## config.mk

```make
export PLATFORM = sky130hd
export DESIGN_NAME = tws_regslave
export DESIGN_NICKNAME = d
export VERILOG_FILES = /design/src/rtl/tws_pkg.sv /design/src/rtl/tws_sync.sv /design/src/rtl/tws_cond.sv /design/src/rtl/tws_fsm.sv /design/src/rtl/tws_regslave.sv
export SDC_FILE = /design/constraint.sdc
export NUM_CORES = 1
export LEC_CHECK = 0
export BUFFER_PORTS_ARGS = -buffer_cell sky130_fd_sc_hd__buf_2
export CAP_MARGIN = 40
export CELL_PAD_IN_SITES_DETAIL_PLACEMENT = 0
export CELL_PAD_IN_SITES_GLOBAL_PLACEMENT = 1
export CORE_MARGIN = 2
export CORE_UTILIZATION = 47
export CTS_CLUSTER_SIZE = 24
export DETAILED_ROUTE_END_ITERATION = 10
export PLACE_DENSITY = 0.87
export SYNTH_ARGS = -nofsm -noshare
export SYNTH_HDL_FRONTEND = slang
export SYNTH_SLANG_ARGS = --single-unit
```

## constraint.sdc

```tcl
create_clock -name clk -period 3.1 [get_ports clk]
set_input_delay 0.775 -clock clk [delete_from_list [all_inputs] [get_ports clk]]
set_output_delay 0.775 -clock clk [all_outputs]
set_load 0.05 [all_outputs]
```

## src/rtl/tws_pkg.sv

```systemverilog
package tws_pkg;

    typedef enum logic [3:0] {
        ST_IDLE,
        ST_DEVADR,
        ST_DEVACK,
        ST_WORD,
        ST_WORDACK,
        ST_WDATA,
        ST_WACK,
        ST_RLOAD,
        ST_RDATA,
        ST_RACK
    } tws_state_e;

    typedef struct packed {
        logic start;
        logic stop;
        logic rise;
        logic fall;
        logic sda;
    } tws_bus_ev_t;

endpackage

```

## src/rtl/tws_sync.sv

```systemverilog
module tws_sync #(
    parameter int   STAGES  = 2,
    parameter logic RST_VAL = 1'b1
) (
    input  logic clk,
    input  logic rst_n,
    input  logic d,
    output logic q
);
    logic [STAGES-1:0] chain;

    always_ff @(posedge clk or negedge rst_n) begin
        if (!rst_n) chain <= {STAGES{RST_VAL}};
        else        chain <= {chain[STAGES-2:0], d};
    end

    assign q = chain[STAGES-1];
endmodule

```

## src/rtl/tws_cond.sv

```systemverilog
module tws_cond
    import tws_pkg::*;
#(
    parameter int SYNC_STAGES = 2
) (
    input  logic        clk,
    input  logic        rst_n,
    input  logic        scl_raw,
    input  logic        sda_raw,
    output tws_bus_ev_t ev
);
    localparam int LINES = 2;

    logic [LINES-1:0] raw;
    logic [LINES-1:0] synced;
    logic             scl_q, sda_q;

    assign raw = {scl_raw, sda_raw};

    for (genvar g = 0; g < LINES; g++) begin : g_line
        tws_sync #(.STAGES(SYNC_STAGES), .RST_VAL(1'b1)) u_sync (
            .clk  (clk),
            .rst_n(rst_n),
            .d    (raw[g]),
            .q    (synced[g])
        );
    end

    always_ff @(posedge clk or negedge rst_n) begin
        if (!rst_n) begin
            scl_q <= 1'b1;
            sda_q <= 1'b1;
        end else begin
            scl_q <= synced[1];
            sda_q <= synced[0];
        end
    end

    always_comb begin
        ev.sda   = synced[0];
        ev.rise  = synced[1] & ~scl_q;
        ev.fall  = ~synced[1] & scl_q;
        ev.start = synced[1] & scl_q & sda_q & ~synced[0];
        ev.stop  = synced[1] & scl_q & ~sda_q & synced[0];
    end
endmodule

```

## src/rtl/tws_fsm.sv

```systemverilog
module tws_fsm
    import tws_pkg::*;
#(
    parameter int                ADDR_W   = 6,
    parameter int                DATA_W   = 8,
    parameter logic [DATA_W-2:0] DEV_ADDR = 7'h68
) (
    input  logic              clk,
    input  logic              rst_n,
    input  tws_bus_ev_t       ev,
    input  logic              pwr_fail,
    output logic              sda_pull,
    output logic              mem_we,
    output logic [ADDR_W-1:0] mem_addr,
    output logic [DATA_W-1:0] mem_wdata,
    input  logic [DATA_W-1:0] mem_rdata
);
    localparam int              CNT_W = $clog2(DATA_W + 1);
    localparam logic [CNT_W-1:0] FULL  = CNT_W'(DATA_W);
    localparam logic [CNT_W-1:0] LAST  = CNT_W'(DATA_W - 1);

    tws_state_e        state, nstate;
    logic [DATA_W-1:0] shreg;
    logic [CNT_W-1:0]  bitcnt;
    logic [ADDR_W-1:0] ptr;
    logic              rw, mack, wr_pulse;
    logic              byte_done;

    assign byte_done = ev.fall && (bitcnt == FULL);

    // next-state logic
    always_comb begin
        nstate = state;
        if (pwr_fail)      nstate = ST_IDLE;
        else if (ev.start) nstate = ST_DEVADR;
        else if (ev.stop)  nstate = ST_IDLE;
        else begin
            unique case (state)
                ST_IDLE:    ;
                ST_DEVADR:  if (byte_done)
                                nstate = (shreg[DATA_W-1:1] == DEV_ADDR) ? ST_DEVACK : ST_IDLE;
                ST_DEVACK:  if (ev.fall) nstate = rw ? ST_RLOAD : ST_WORD;
                ST_WORD:    if (byte_done) nstate = ST_WORDACK;
                ST_WORDACK: if (ev.fall) nstate = ST_WDATA;
                ST_WDATA:   if (byte_done) nstate = ST_WACK;
                ST_WACK:    if (ev.fall) nstate = ST_WDATA;
                ST_RLOAD:   nstate = ST_RDATA;
                ST_RDATA:   if (ev.fall && bitcnt == LAST) nstate = ST_RACK;
                ST_RACK:    if (ev.fall) nstate = mack ? ST_RLOAD : ST_IDLE;
                default:    nstate = ST_IDLE;
            endcase
        end
    end

    // state register
    always_ff @(posedge clk or negedge rst_n) begin
        if (!rst_n) state <= ST_IDLE;
        else        state <= nstate;
    end

    // datapath: shifter, bit counter, pointer, strobes
    always_ff @(posedge clk or negedge rst_n) begin
        if (!rst_n) begin
            shreg    <= '0;
            bitcnt   <= '0;
            ptr      <= '0;
            rw       <= 1'b0;
            mack     <= 1'b0;
            wr_pulse <= 1'b0;
        end else if (pwr_fail) begin
            bitcnt   <= '0;
            ptr      <= '0;
            wr_pulse <= 1'b0;
        end else begin
            wr_pulse <= 1'b0;
            if (ev.start) begin
                bitcnt <= '0;
            end else begin
                case (state)
                    ST_DEVADR, ST_WORD, ST_WDATA: begin
                        if (ev.rise && bitcnt != FULL) begin
                            shreg  <= {shreg[DATA_W-2:0], ev.sda};
                            bitcnt <= bitcnt + 1'b1;
                        end
                        if (byte_done) begin
                            bitcnt <= '0;
                            if (state == ST_DEVADR) rw <= shreg[0];
                            if (state == ST_WORD)   ptr <= shreg[ADDR_W-1:0];
                            if (state == ST_WDATA)  wr_pulse <= 1'b1;
                        end
                    end
                    ST_RLOAD: begin
                        shreg  <= mem_rdata;
                        bitcnt <= '0;
                    end
                    ST_RDATA: begin
                        if (ev.fall) begin
                            shreg  <= {shreg[DATA_W-2:0], 1'b1};
                            bitcnt <= bitcnt + 1'b1;
                        end
                    end
                    ST_RACK: begin
                        if (ev.rise) mack <= ~ev.sda;
                        if (ev.fall && mack) ptr <= ptr + 1'b1;
                    end
                    default: ;
                endcase
            end
            if (wr_pulse) ptr <= ptr + 1'b1;
        end
    end

    // outputs
    always_comb begin
        unique case (state)
            ST_DEVACK, ST_WORDACK, ST_WACK: sda_pull = 1'b1;
            ST_RDATA:                       sda_pull = ~shreg[DATA_W-1];
            default:                        sda_pull = 1'b0;
        endcase
        if (pwr_fail) sda_pull = 1'b0;
        mem_we    = wr_pulse;
        mem_addr  = ptr;
        mem_wdata = shreg;
    end

    AST_WE_IN_ACK: assert property (@(posedge clk) disable iff (!rst_n)
        mem_we |-> state == ST_WACK);
    AST_WE_STEP: assert property (@(posedge clk) disable iff (!rst_n)
        (mem_we && !pwr_fail) |=> ptr == ADDR_W'($past(ptr) + 1'b1));
    AST_PF_CLEAR: assert property (@(posedge clk) disable iff (!rst_n)
        pwr_fail |=> (ptr == '0 && state == ST_IDLE));
    AST_PF_NO_WE: assert property (@(posedge clk) disable iff (!rst_n)
        (pwr_fail && $past(pwr_fail)) |-> !mem_we);
    AST_ACK_STEP: assert property (@(posedge clk) disable iff (!rst_n)
        (state == ST_RACK && ev.fall && mack && !pwr_fail && !ev.start && !ev.stop)
        |=> ptr == ADDR_W'($past(ptr) + 1'b1));
    AST_NACK_HOLD: assert property (@(posedge clk) disable iff (!rst_n)
        (state == ST_RACK && ev.fall && !mack && !pwr_fail) |=> $stable(ptr));
endmodule

```

## src/rtl/tws_regslave.sv

```systemverilog
module tws_regslave
    import tws_pkg::*;
#(
    parameter int                ADDR_W      = 6,
    parameter int                DATA_W      = 8,
    parameter int                SYNC_STAGES = 2,
    parameter logic [DATA_W-2:0] DEV_ADDR    = 7'h68
) (
    input  logic              clk,
    input  logic              rst_n,
    input  logic              scl_in,
    input  logic              sda_in,
    output logic              sda_pull,
    input  logic              pwr_fail,
    output logic              mem_we,
    output logic [ADDR_W-1:0] mem_addr,
    output logic [DATA_W-1:0] mem_wdata,
    input  logic [DATA_W-1:0] mem_rdata
);
    tws_bus_ev_t ev;

    tws_cond #(.SYNC_STAGES(SYNC_STAGES)) u_cond (
        .clk    (clk),
        .rst_n  (rst_n),
        .scl_raw(scl_in),
        .sda_raw(sda_in),
        .ev     (ev)
    );

    tws_fsm #(.ADDR_W(ADDR_W), .DATA_W(DATA_W), .DEV_ADDR(DEV_ADDR)) u_fsm (
        .clk      (clk),
        .rst_n    (rst_n),
        .ev       (ev),
        .pwr_fail (pwr_fail),
        .sda_pull (sda_pull),
        .mem_we   (mem_we),
        .mem_addr (mem_addr),
        .mem_wdata(mem_wdata),
        .mem_rdata(mem_rdata)
    );
endmodule

```

* Word level (Yosys, flattened, before mapping) *
Cells that the tools add are included.

word-level totals
  output and inout bits = 16
  word-level logic and storage cells = 110
  bits in registers = 31
  input port bits = 13

operators by class
  bitwise logic cells = 14
  reduce and logical (&&, ||, !) cells = 17
  mux-type cells = 37
  add/sub/neg operators = 2
  equal/unequal tests = 29

operator list
  cell                   number
  $mux W4                15
  $mux W6                6
  $pmux W4 S9            1
  $ne A5 B4 Y1 const B   6
  $pmux W8 S3            1
  $eq A4 B3 Y1 const B   5
  $mux W8                2
  $reduce_and A5 Y1      3
  $eq A4 B4 Y1 const B   3
  $ne A4 B2 Y1 const B   3
  $pmux W4 S3            1
  $pmux W6 S2            1
  $eq A4 B2 Y1 const B   2
  $ne A4 B4 Y1 const B   2
  $reduce_and A8 Y1      1
  $and A1 B1 Y1          7
  $eq A7 B7 Y1 const B   1
  $not A1 Y1             7
  $add A6 B1 Y6 const B  1
  $mux W1                6
  $mux W3                2
  $reduce_or A3 Y1       2
  $ne A5 B1 Y1 const B   1
  $ne A5 B3 Y1 const B   1
  other kinds (15)       19

* Depth between registers and ports, before layout *
Gate-level depths: netlist of the first run.

  word-level depth = 8
  gate-level depth with buffers = 8
  gate-level depth less buffers = 7

* By module *
From an unflattened synthesis of the first run, not the netlist that was laid out.

second synthesis, totals
  cell total of the unflattened synthesis = 200
  area, all modules = 1914.3 um2

modules (own cells, without submodules)
  module    cells each  area each (um2)  sequential area each (um2)  instances
  tws_fsm   189         1716.6           625.6                       1
  tws_sync  2           52.6             52.6                        2
  tws_cond  7           92.6             52.6                        1

* Least setup slack after synthesis of the first run *
Ideal clock, no wire load.

  kind = input-to-output
  start = in pwr_fail
  end = out sda_pull
  arrival time = 2.055 ns
  data required time = 2.325 ns
  path buffers = 1
  cell stages on the path = 2
  path slack = 0.270 ns
  cell sequence = clkbuf_1 -> nor3_1

between the ends
  longest elaborated chain between the ends = 1

RTL lines
  what             RTL line            text
  start, declared  tws_regslave.sv:14  input logic pwr_fail,
  $mux W1          tws_fsm.sv:120      if (pwr_fail) sda_pull = 1'b0;
  end, declared    tws_regslave.sv:13  output logic sda_pull,

No other way between the ends.

* Worst setup path in the final report of the first run *
  start = reg u_fsm.state[2]
  end = out sda_pull

between the ends
  longest elaborated chain between the ends = 4
  elaborated cells between the ends (all ways) = 7
  classes of those cells = eq/ne: 4; mux: 2; reduce/logical: 1

RTL lines
  what                                                 RTL line        text
  start, declared                                      tws_fsm.sv:22   tws_state_e state, nstate;
  start signal, assigned                               tws_fsm.sv:58   else state <= nstate;
  $eq A4 B2 Y1 / $eq A4 B3 Y1 (equally long branches)  tws_fsm.sv:115  unique case (state)
  $reduce_or A3 Y1                                     tws_fsm.sv:115
  $pmux W1 S2 *                                        tws_fsm.sv:115
  $mux W1 *                                            tws_fsm.sv:120

Mark *: on every way between the ends. The rest lies on a longest branch, timed or not.

==> run_results.csv, run 1 <==
group,metric,value,unit
outcome,status,"complete, no violations",
clock_network,holdBufCountCts,0,
global_route,grt_start_max_net_pins,32,
clock_network,htreeDepth,2,
synth,synth-main-ff-cell,"dfrtp_1",
synth,synthCells,209,
placed_design,io_buffers,28,
synth,ys_ff_latch,31,
placed_design,pre_cts_ws,0.7910,ns
detailed_routing,ant_nets,0,
critical_path,worstPathRequired,2.32,ns
sta,finalClockSkew,0.001916,ns
clock_network,cts_sinks,31,
sta,grt_setup_unrepaired,"no",
global_route,grt_usage,0.2128,
global_route,grt_antenna_before_repair,0,
synth,muxShareOfSynthArea,0.06350,
critical_path,cp_common_cell,"nor2_1",
final_layout,layout-drive-gt1-share,0.2415,
critical_path,slowest_stage,"dfrtp_1",
detailed_routing,num_vias,1654,
sta,relSlewSlack,0.5238,
critical_path,cp_data_arrival_time,1.87,ns
detailed_routing,drc,0,
job,maxCapViolCount,0,
final_layout,diodes,0,
sta,fin_ws,0.4512,ns
sta,tightest_slew,0.7143,ns
global_route,grt_overflow,0,
synth,seq_area_frac_synth,0.4015,
clock_network,clk_pin_slew,0.07,ns
critical_path,path_max_fanout,17,
final_layout,syn2layout_area_growth,13.41,%
clock_network,clk_latency,0.28,ns
critical_path,worstSetupStartpointType,"register",
synth,synth_xor_area_frac,0.008980,
sta,fin_crit_sh,0.8545,
floorplanning,start_util,0.4876,
clock_network,ctsResizeCount,0,
detailed_routing,vias_per_cell,5.783,
power,p_leak,1.013,nW
synth,async_flop_share,1.000,
clock_network,cts_setup_buffers,0,
placed_design,gp_congestion,0.8729,
final_layout,nets,251,
synth,synth_fa_ha_area_frac,0.01924,
placed_design,dpl-instance-area,2108,um^2
detailed_routing,wl,4.377,mm
synth,synth_edf_count,0,
sta,fin_crit,2.649,ns
sta,fmax,0.3775,GHz
floorplanning,die_x,68.42,um
clock_network,clock-root-buffer,"clkbuf_8",
floorplanning,ios,29,
synth,yosysWarnings,0,
synth,synth_top_cell_by_area,"dfrtp_1",
global_route,grt_pass1_wl,7.431,mm
global_route,grt_pass1_vias,1469,
floorplanning,num_rows,23,
clock_network,cts_tree,"built",
placed_design,place_hpwl,3.076,mm
synth,ys_top_cells_by_area,"dfrtp_1, dfstp_2, mux2i_1",
sta,hold_viol_final,0,
power,ir_worst_vdd,0.3696,mV
synth,synth_top_family_by_area,"compound AO/OA/AOI/OAI gates",
critical_path,crit_type,"register to output pin",
synth,yosysMostFrequentCell,"dfrtp_1",
synth,netlist_area,1951,um^2
detailed_routing,first_pass_iters,4,
detailed_routing,drt_iter0_drc,85,
floorplanning,core,4000,um^2
synth,synthSimpleGateAreaFrac,0.2341,
synth,synth_fp_nets,225,
clock_network,clockBufferDepth,2,
floorplanning,die_area,4681,um^2
final_layout,final_area,2212,um^2
sta,setup_violations,0,
sta,fin_setup_tns,0,ns
power,powerDensity,538.8,nW/um^2
critical_path,worstPathCellList,"nor2_1, nor2_1, a21oi_1, nor3_1, buf_2",
synth,syn_avg_cell_area,9.333,um^2
synth,ys_types,61,
synth,synth_compound_area_frac,0.2360,
worst_hold_path,hold_path.class,"register to register",
floorplanning,die_h,68.42,um
critical_path,slowest_delay,0.78,ns
detailed_routing,wl_per_cell,15.30,um
synth,yosys-top-cells-count,"dfrtp_1, nand2_1, nor2_1",
clock_network,cts_buffers,5,
sta,drv_slew,0,
synth,synth_top_area_frac,0.3207,
critical_path,endpoint_kind,"output pin",
-- cell type report --
cell class | count | area (um^2)
Tap cell | 50 | 62.56
Clock inverter | 1 | 7.507
Sequential cell | 31 | 783.3
Timing Repair Buffer | 28 | 140.1
Fill cell | 369 | 1788
Inverter | 7 | 26.28
Multi-Input combinational cell | 162 | 1096
Clock buffer | 7 | 96.34
-- routing by layer --
layer / global-route usage / vias up / wire, um
met3: 0.05428 / 5 / 179
met4: 0.05500 / 0 / 43
met5: 0 / - / 0
li1: - / 822 / -
met1: 0.3155 / 788 / 2194
met2: 0.3053 / 39 / 1959
-- critical path: cells and delay by family, from the launching register on --
kind,cells,cell delay [ns]
compound gates,1,0.06
buf+inv,1,0.30
flops,1,0.78
simple gates,3,0.45
-- kinds of logic (layout without fill, tap and decap cells) --
| group | after synthesis | in the layout |
|---|---|---|
| compound gates | 63 | 63 |
| xor+xnor | 2 | 2 |
| flops | 31 | 31 |
| buf+inv | 16 | 43 |
| mux | 12 | 12 |
| fa+ha+maj | 3 | 3 |
| simple gates | 82 | 82 |
-- report_power, final --
| part | total (W) | switching, W | internal (W) |
|---|---|---|---|
| combinational | 0.000309 | 0.000219 | 0.0000905 |
| clock | 0.000363 | 0.000161 | 0.000202 |
| sequential | 0.000519 | 0.0000690 | 0.000450 |
| total | 0.00119 | 0.000449 | 0.000743 |
-- cells in the final DEF (no fill, tap or decap), types with 2 or more instances in the layout --
cell type / netlist / layout
nand3_1: 10 / 10
nand2b_1: 4 / 4
a211oi_1: 3 / 3
a21oi_1: 10 / 10
clkbuf_8: 0 / 7
dfstp_2: 6 / 6
o21ai_1: 12 / 12
nor3b_1: 3 / 3
nor3_1: 3 / 3
o31a_1: 2 / 2
mux2_2: 2 / 2
o21ai_0: 4 / 4
nand2_1: 21 / 21
and2_1: 2 / 2
nor2_1: 16 / 16
nor2b_1: 9 / 9
o211ai_1: 3 / 3
o21a_1: 2 / 2
inv_1: 7 / 7
a31oi_1: 3 / 3
dfrtp_1: 25 / 25
a21o_1: 2 / 2
o31ai_1: 3 / 3
ha_1: 3 / 3
nand3b_1: 2 / 2
mux2i_1: 9 / 9
buf_2: 3 / 28
a22o_1: 2 / 2
-- final timing paths --
| check | start | to | slack [ns] | cells after the start |
|---|---|---|---|---|
| worst max-delay path | u_fsm.state[2] | sda_pull | 0.45 | 5 |
| worst min-delay path | u_cond.g_line[0].u_sync.chain[0] | u_cond.g_line[0].u_sync.chain[1] | 0.37 | 0 |
| worst max register to register | u_fsm.state[3] | u_fsm.mem_addr[1] | 0.93 | 5 |
| worst min register to register | u_cond.g_line[0].u_sync.chain[0] | u_cond.g_line[0].u_sync.chain[1] | 0.37 | 0 |
| max in group asynchronous | rst_n | u_fsm.state[2] | 2.10 | 1 |
| min in group asynchronous | rst_n | u_fsm.bitcnt[1] | 0.54 | 1 |
-- sequential cells by signal, indices dropped and copies added (netlist names) --
signal                      flops
u_cond.g_line.u_sync.chain      4
u_cond.scl_q                    1
u_cond.sda_q                    1
u_fsm.bitcnt                    4
u_fsm.mack                      1
u_fsm.mem_addr                  6
u_fsm.mem_wdata                 8
u_fsm.mem_we                    1
u_fsm.rw                        1
u_fsm.state                     4
-- per-stage QoR --
step                  util   power, W  instances  hold slack [ns]
floorplan                -  0.0007422        209           0.3452
global placement    0.5271  0.0008373        278           0.3459
detailed placement  0.5271  0.0008379        278           0.3544
CTS                 0.5530   0.001196        286           0.3645
global route        0.5530   0.001262        286           0.3694
finish              0.5530   0.001192        286           0.3651
(Power assumes the default switching activity.)
==> inputs of run 2 (changes only) <==
CORE_UTILIZATION = 43   (was 47)
PLACE_DENSITY = 0.81   (was 0.87)
clock period = 2.8 ns   (was 3.1 ns; I/O delays follow)
==> run 2 against run 1 <==
Sequential share of layout area fell by 0.53 points. Hold slack lost 0.0056 ns. First-iteration DRC count rose by 48%. Die area grew 8.7%. Largest cell class unchanged. Setup slack worse by 0.16 ns. Design area grew 1.5%.
==> run_results.csv, run 2 (same netlist as run 1, synthesis figures left out) <==
group,metric,value,unit
detailed_routing,drc,0,
global_route,grt_pass1_vias,1520,
critical_path,worstPathBufferInverterCount,1,
floorplanning,die_h,71.35,um
floorplanning,num_rows,24,
final_layout,syn2layout_area_growth,15.14,%
sta,relSlewSlack,0.5342,
placed_design,io_buffers,28,
clock_network,cts_setup_buffers,0,
sta,tightest_slew,0.6987,ns
sta,setup_violations,0,
power,powerDensity,609.8,nW/um^2
critical_path,crit_type,"register to output pin",
sta,fin_crit,2.506,ns
detailed_routing,vias_per_cell,5.766,
global_route,grt_usage,0.1908,
critical_path,regToRegStartpoint,"u_fsm.state[1]",
critical_path,path_max_fanout,15,
critical_path,cp_data_arrival_time,1.81,ns
global_route,grt_overflow,0,
final_layout,n_fill_cell,410,
floorplanning,die_x,71.35,um
detailed_routing,wl_per_cell,15.49,um
clock_network,clock-root-buffer,"clkbuf_8",
critical_path,crit_family,"flip-flops",
detailed_routing,drt_iter0_drc,126,
clock_network,clk_latency,0.29,ns
floorplanning,core,4354,um^2
critical_path,slowest_delay,0.73,ns
sta,fin_setup_tns,0,ns
outcome,status,"complete, no violations",
critical_path,r2r_end,"u_fsm.mem_wdata[7]",
worst_hold_path,hold_depth,0,
clock_network,cts_tree,"built",
final_layout,final_cell_mix,"buf_2, dfrtp_1, nand2_1",
floorplanning,start_util,0.4480,
power,ir_worst_vdd,0.4849,mV
final_layout,fin_util,0.5158,
global_route,grt_pass1_wl,7.645,mm
final_layout,layout-drive-gt1-share,0.2510,
critical_path,worstPathCellList,"nor2_1, nor2_1, a21oi_1, nor3_1, buf_2",
critical_path,slowest_stage,"dfrtp_1",
sta,hold_viol_final,0,
clock_network,clk_pin_slew,0.07,ns
worst_hold_path,hold_path.class,"register to register",
sta,finalClockSkew,0.01006,ns
worst_hold_path,min_to,"u_cond.g_line[0].u_sync.chain[1]",
placed_design,place_hpwl,3.276,mm
worst_hold_path,hp-start,"u_cond.g_line[0].u_sync.chain[0]",
critical_path,worstPathRequired,2.10,ns
power,p_leak,1.037,nW
global_route,grt_start_max_net_pins,32,
sta,fmax,0.3990,GHz
critical_path,endpoint_kind,"output pin",
clock_network,cts_buffers,5,
clock_network,ctsResizeCount,0,
floorplanning,ios,29,
final_layout,largest_register_ffs,8,
detailed_routing,ant_nets,0,
final_layout,final_common_cell,"buf_2",
final_layout,nets,254,
clock_network,holdBufCountCts,0,
clock_network,htreeDepth,2,
detailed_routing,first_pass_iters,5,
critical_path,worstSetupStartpointType,"register",
critical_path,r2r_cells,5,
sta,drv_slew,0,
sta,fin_crit_sh,0.8951,
floorplanning,die_area,5091,um^2
job,maxCapViolCount,0,
critical_path,r2r_slack,0.68,ns
detailed_routing,num_vias,1678,
clock_network,clockBufferDepth,2,
final_layout,diodes,0,
detailed_routing,wl,4.509,mm
global_route,grt_antenna_before_repair,0,
placed_design,gp_congestion,0.8284,
critical_path,cp_common_cell,"nor2_1",
sta,grt_setup_unrepaired,"no",
clock_network,cts_sinks,31,
[run 2: final cells by class]
cell class | count | area (um^2) | area share
Clock buffer | 5 | 68.82 | 0.03064
Clock inverter | 3 | 43.79 | 0.01950
Inverter | 7 | 26.28 | 0.01170
Multi-Input combinational cell | 162 | 1096 | 0.4880
Sequential cell | 31 | 783.3 | 0.3487
Tap cell | 52 | 65.06 | 0.02897
Timing Repair Buffer | 31 | 162.7 | 0.07242
[run 2: power by group]
part	switching, W	internal (W)	leakage, nW	total (W)
clock	0.000181	0.000265	0.0581	0.000446
combinational	0.000248	0.000102	0.579	0.000350
sequential	0.0000751	0.000499	0.400	0.000574
[run 2: how the worst max path moves through the flow]
stage / startpoint / end / cells after the start
6_report: u_fsm.state[1] / sda_pull / 5
5_1_grt: u_fsm.state[1] / sda_pull / 5
4_1_cts: u_fsm.state[1] / sda_pull / 5
3_5_place_dp: u_fsm.state[1] / sda_pull / 5
3_3_place_gp: u_fsm.state[1] / sda_pull / 5
2_1_floorplan: u_fsm.state[2] / sda_pull / 5
[run 2: stage by stage]
stage / std cells / setup slack, ns / instance area, um^2 / power, W / hold WS, ns
4_1_cts: 291 / 0.2793 / 2246 / 0.001387 / 0.3602
2_1_floorplan: 209 / 0.1137 / 1951 / 0.0008218 / 0.3452
6_report: 291 / 0.2938 / 2246 / 0.001369 / 0.3595
5_1_grt: 291 / 0.1684 / 2246 / 0.001437 / 0.3612
3_3_place_gp: 283 / 0.5522 / 2133 / 0.0009281 / 0.3460
3_5_place_dp: 283 / 0.5943 / 2133 / 0.0009340 / 0.3488
[run 2: per-layer routing]
layer	global-route usage	vias to the layer above	part of all wire
li1	-	826	-
met4	0.05870	0	0.0098
met1	0.2925	809	0.49
met5	0	-	0
met3	0.03376	5	0.042
met2	0.2737	38	0.46
==> inputs of run 3 (changes only) <==
ABC_AREA = 1   (was unset)
CORE_UTILIZATION = 41   (was 43)
==> run 3 against run 2 <==
Core utilization shrank 2.4 points. Clock-buffer cell count grew 3. Setup slack lost 0.068 ns. Sequential share of layout area shrank 1.3 points. Non-clock buffer count shrank 3. Clock skew is essentially flat. Via count grew 9.4%. Critical path depth is the same. Sequential power shrank 14%. Final cell count grew 28%. Synthesized cell count grew 32%. First-iteration DRC count shrank 20%. Largest power group unchanged.
==> run_results.csv, run 3 <==
group,metric,value,unit
detailed_routing,ant_nets,0,
sta,fin_crit,2.574,ns
critical_path,path_max_fanout,9,
synth,ys_top_cells_by_area,"dfrtp_1, nand2_1, dfstp_2",
floorplanning,core,4755,um^2
final_layout,layout-drive-gt1-share,0.2647,
final_layout,instances_no_fill,373,
detailed_routing,met1Wirelength,2.464,mm
power,ir_worst_vdd,0.3042,mV
detailed_routing,wl,4.947,mm
synth,yosysMostFrequentCell,"nand2_1",
detailed_routing,drt_iter0_drc,101,
critical_path,worstPathRequired,2.10,ns
clock_network,holdBufCountCts,0,
sta,setup_violations,0,
sta,fin_crit_sh,0.9192,
synth,yosysWarnings,0,
critical_path,r2r_slack,1.04,ns
clock_network,ctsResizeCount,0,
sta,finalClockSkew,0.01050,ns
sta,tightest_slew,0.6950,ns
synth,yosys-top-cells-count,"nand2_1, dfrtp_1, nand3_1",
placed_design,pre_cts_ws,0.5507,ns
critical_path,cp_data_arrival_time,1.87,ns
final_layout,fin_util,0.4913,
power,total_power,0.001031,W
sta,relSlewSlack,0.5367,
worst_hold_path,hold_depth,0,
floorplanning,ios,29,
synth,ys_types,31,
floorplanning,die_h,74.62,um
sta,fin_ws,0.2261,ns
final_layout,syn2layout_area_growth,14.26,%
floorplanning,die_x,74.62,um
detailed_routing,routed.top_layer,"met4",
clock_network,cts_tree,"built",
final_layout,largest_register_ffs,8,
power,powerDensity,441.5,nW/um^2
clock_network,cts_sinks,31,
critical_path,worstPathBufferInverterCount,1,
clock_network,clk_latency,0.28,ns
synth,synth_edf_count,0,
worst_hold_path,hp-start,"u_cond.g_line[0].u_sync.chain[0]",
critical_path,endpoint_kind,"output pin",
final_layout,final_common_cell,"nand2_1",
final_layout,diodes,0,
global_route,grt_pass1_vias,1716,
synth,synth_top_cell_by_area,"dfrtp_1",
detailed_routing,drc,0,
placed_design,gp_congestion,0.8447,
detailed_routing,wl_met3,232,um
clock_network,cts_setup_buffers,0,
synth,synthCells,275,
synth,ys_ff_latch,31,
detailed_routing,wl_per_cell,13.26,um
synth,synth_fp_nets,291,
synth,syn_avg_cell_area,7.434,um^2
placed_design,io_buffers,28,
clock_network,htreeDepth,2,
global_route,grt_start_max_net_pins,32,
sta,fmax,0.3885,GHz
global_route,grt_pass1_wl,8.231,mm
job,maxCapViolCount,0,
global_route,grt_usage,0.1999,
detailed_routing,num_vias,1835,
worst_hold_path,hold_path.class,"register to register",
floorplanning,start_util,0.4300,
synth,netlist_area,2044,um^2
sta,grt_setup_unrepaired,"no",
critical_path,slowest_stage,"dfrtp_1",
critical_path,crit_type,"register to output pin",
global_route,grt_antenna_before_repair,0,
detailed_routing,vias_per_cell,4.920,
clock_network,clockBufferDepth,2,
sta,fin_setup_tns,0,ns
critical_path,slowest_delay,0.48,ns
final_layout,n_fill_cell,507,
sta,hold_viol_final,0,
clock_network,cts_buffers,5,
clock_network,clock-root-buffer,"clkbuf_8",
placed_design,place_hpwl,3.737,mm
global_route,grt_overflow,0,
power,p_leak,1.175,nW
placed_design,dp.cells,365,
synth,synth-main-ff-cell,"dfrtp_1",
synth,synth_top_area_frac,0.3060,
worst_hold_path,min_to,"u_cond.g_line[0].u_sync.chain[1]",
outcome,status,"complete, no violations",
synth,seq_area_frac_synth,0.3831,
clock_network,clk_pin_slew,0.06,ns
floorplanning,die_area,5567,um^2
floorplanning,num_rows,25,
critical_path,worstPathCellList,"nor2_1, nand2_1, or2_2, a21oi_1, buf_2",
final_layout,final_cell_mix,"nand2_1, buf_2, nand3_1, dfrtp_1, nor2_1",
detailed_routing,met2WireLength,2.163,mm
critical_path,r2r_cells,9,
sta,drv_slew,0,
critical_path,crit_family,"simple AND/OR/NAND/NOR gates",
critical_path,regToRegStartpoint,"u_fsm.state[0]",
detailed_routing,first_pass_iters,6,
synth,async_flop_share,1.000,
final_layout,nets,321,
critical_path,r2r_end,"u_fsm.mem_addr[2]",
critical_path,worstSetupStartpointType,"register",
[run 3: worst max path at each step]
stage | startpoint | to | cells after the start
2_1_floorplan | u_fsm.state[1] | sda_pull | 5
3_3_place_gp | u_fsm.state[1] | sda_pull | 5
3_5_place_dp | u_fsm.state[1] | sda_pull | 5
4_1_cts | u_fsm.state[1] | sda_pull | 5
5_1_grt | u_fsm.state[1] | sda_pull | 5
6_report | u_fsm.state[1] | sda_pull | 5
[run 3: area by class of cell]
| cell class | instances | area [um^2] | area share |
|---|---|---|---|
| multi-input cells | 214 | 1135 | 0.4858 |
| inverters | 25 | 93.84 | 0.04017 |
| well taps | 67 | 83.83 | 0.03589 |
| clock buffers | 8 | 100.1 | 0.04285 |
| flip-flops and latches | 31 | 783.3 | 0.3353 |
| repair buffers | 28 | 140.1 | 0.05999 |
[run 3: per-layer routing]
layer,global-route usage,up-vias
met5,0,-
met1,0.2962,831
li1,-,949
met2,0.2832,47
met3,0.04150,8
met4,0.08532,0
[run 3: power by group]
group          leakage, nW  switching, W  internal (W)  total [W]
clock network       0.0515      0.000166      0.000224   0.000390
registers            0.409     0.0000213      0.000470   0.000491
logic                0.714      0.000110     0.0000404   0.000150
[run 3: kinds of logic (layout without fill, tap and decap cells)]
family / after synthesis / count (layout) / share of synthesized area
adders and majority gates: 3 / 3 / 0.01836
and+or+nand+nor: 171 / 171 / 0.4100
DFF: 31 / 31 / 0.3831
xor gates and xnor gates: 5 / 5 / 0.02142
AOI/OAI and AO/OA: 33 / 33 / 0.09547
muxes: 2 / 2 / 0.009792
buffers and inverters: 30 / 61 / 0.06181
[run 3: metrics by stage]
step,area [um^2],hold WS [ns]
after floorplan,2044,0.3452
after global placement,2236,0.3466
after detailed placement,2236,0.3469
after CTS,2336,0.3559
after global routing,2336,0.3588
final,2336,0.3543
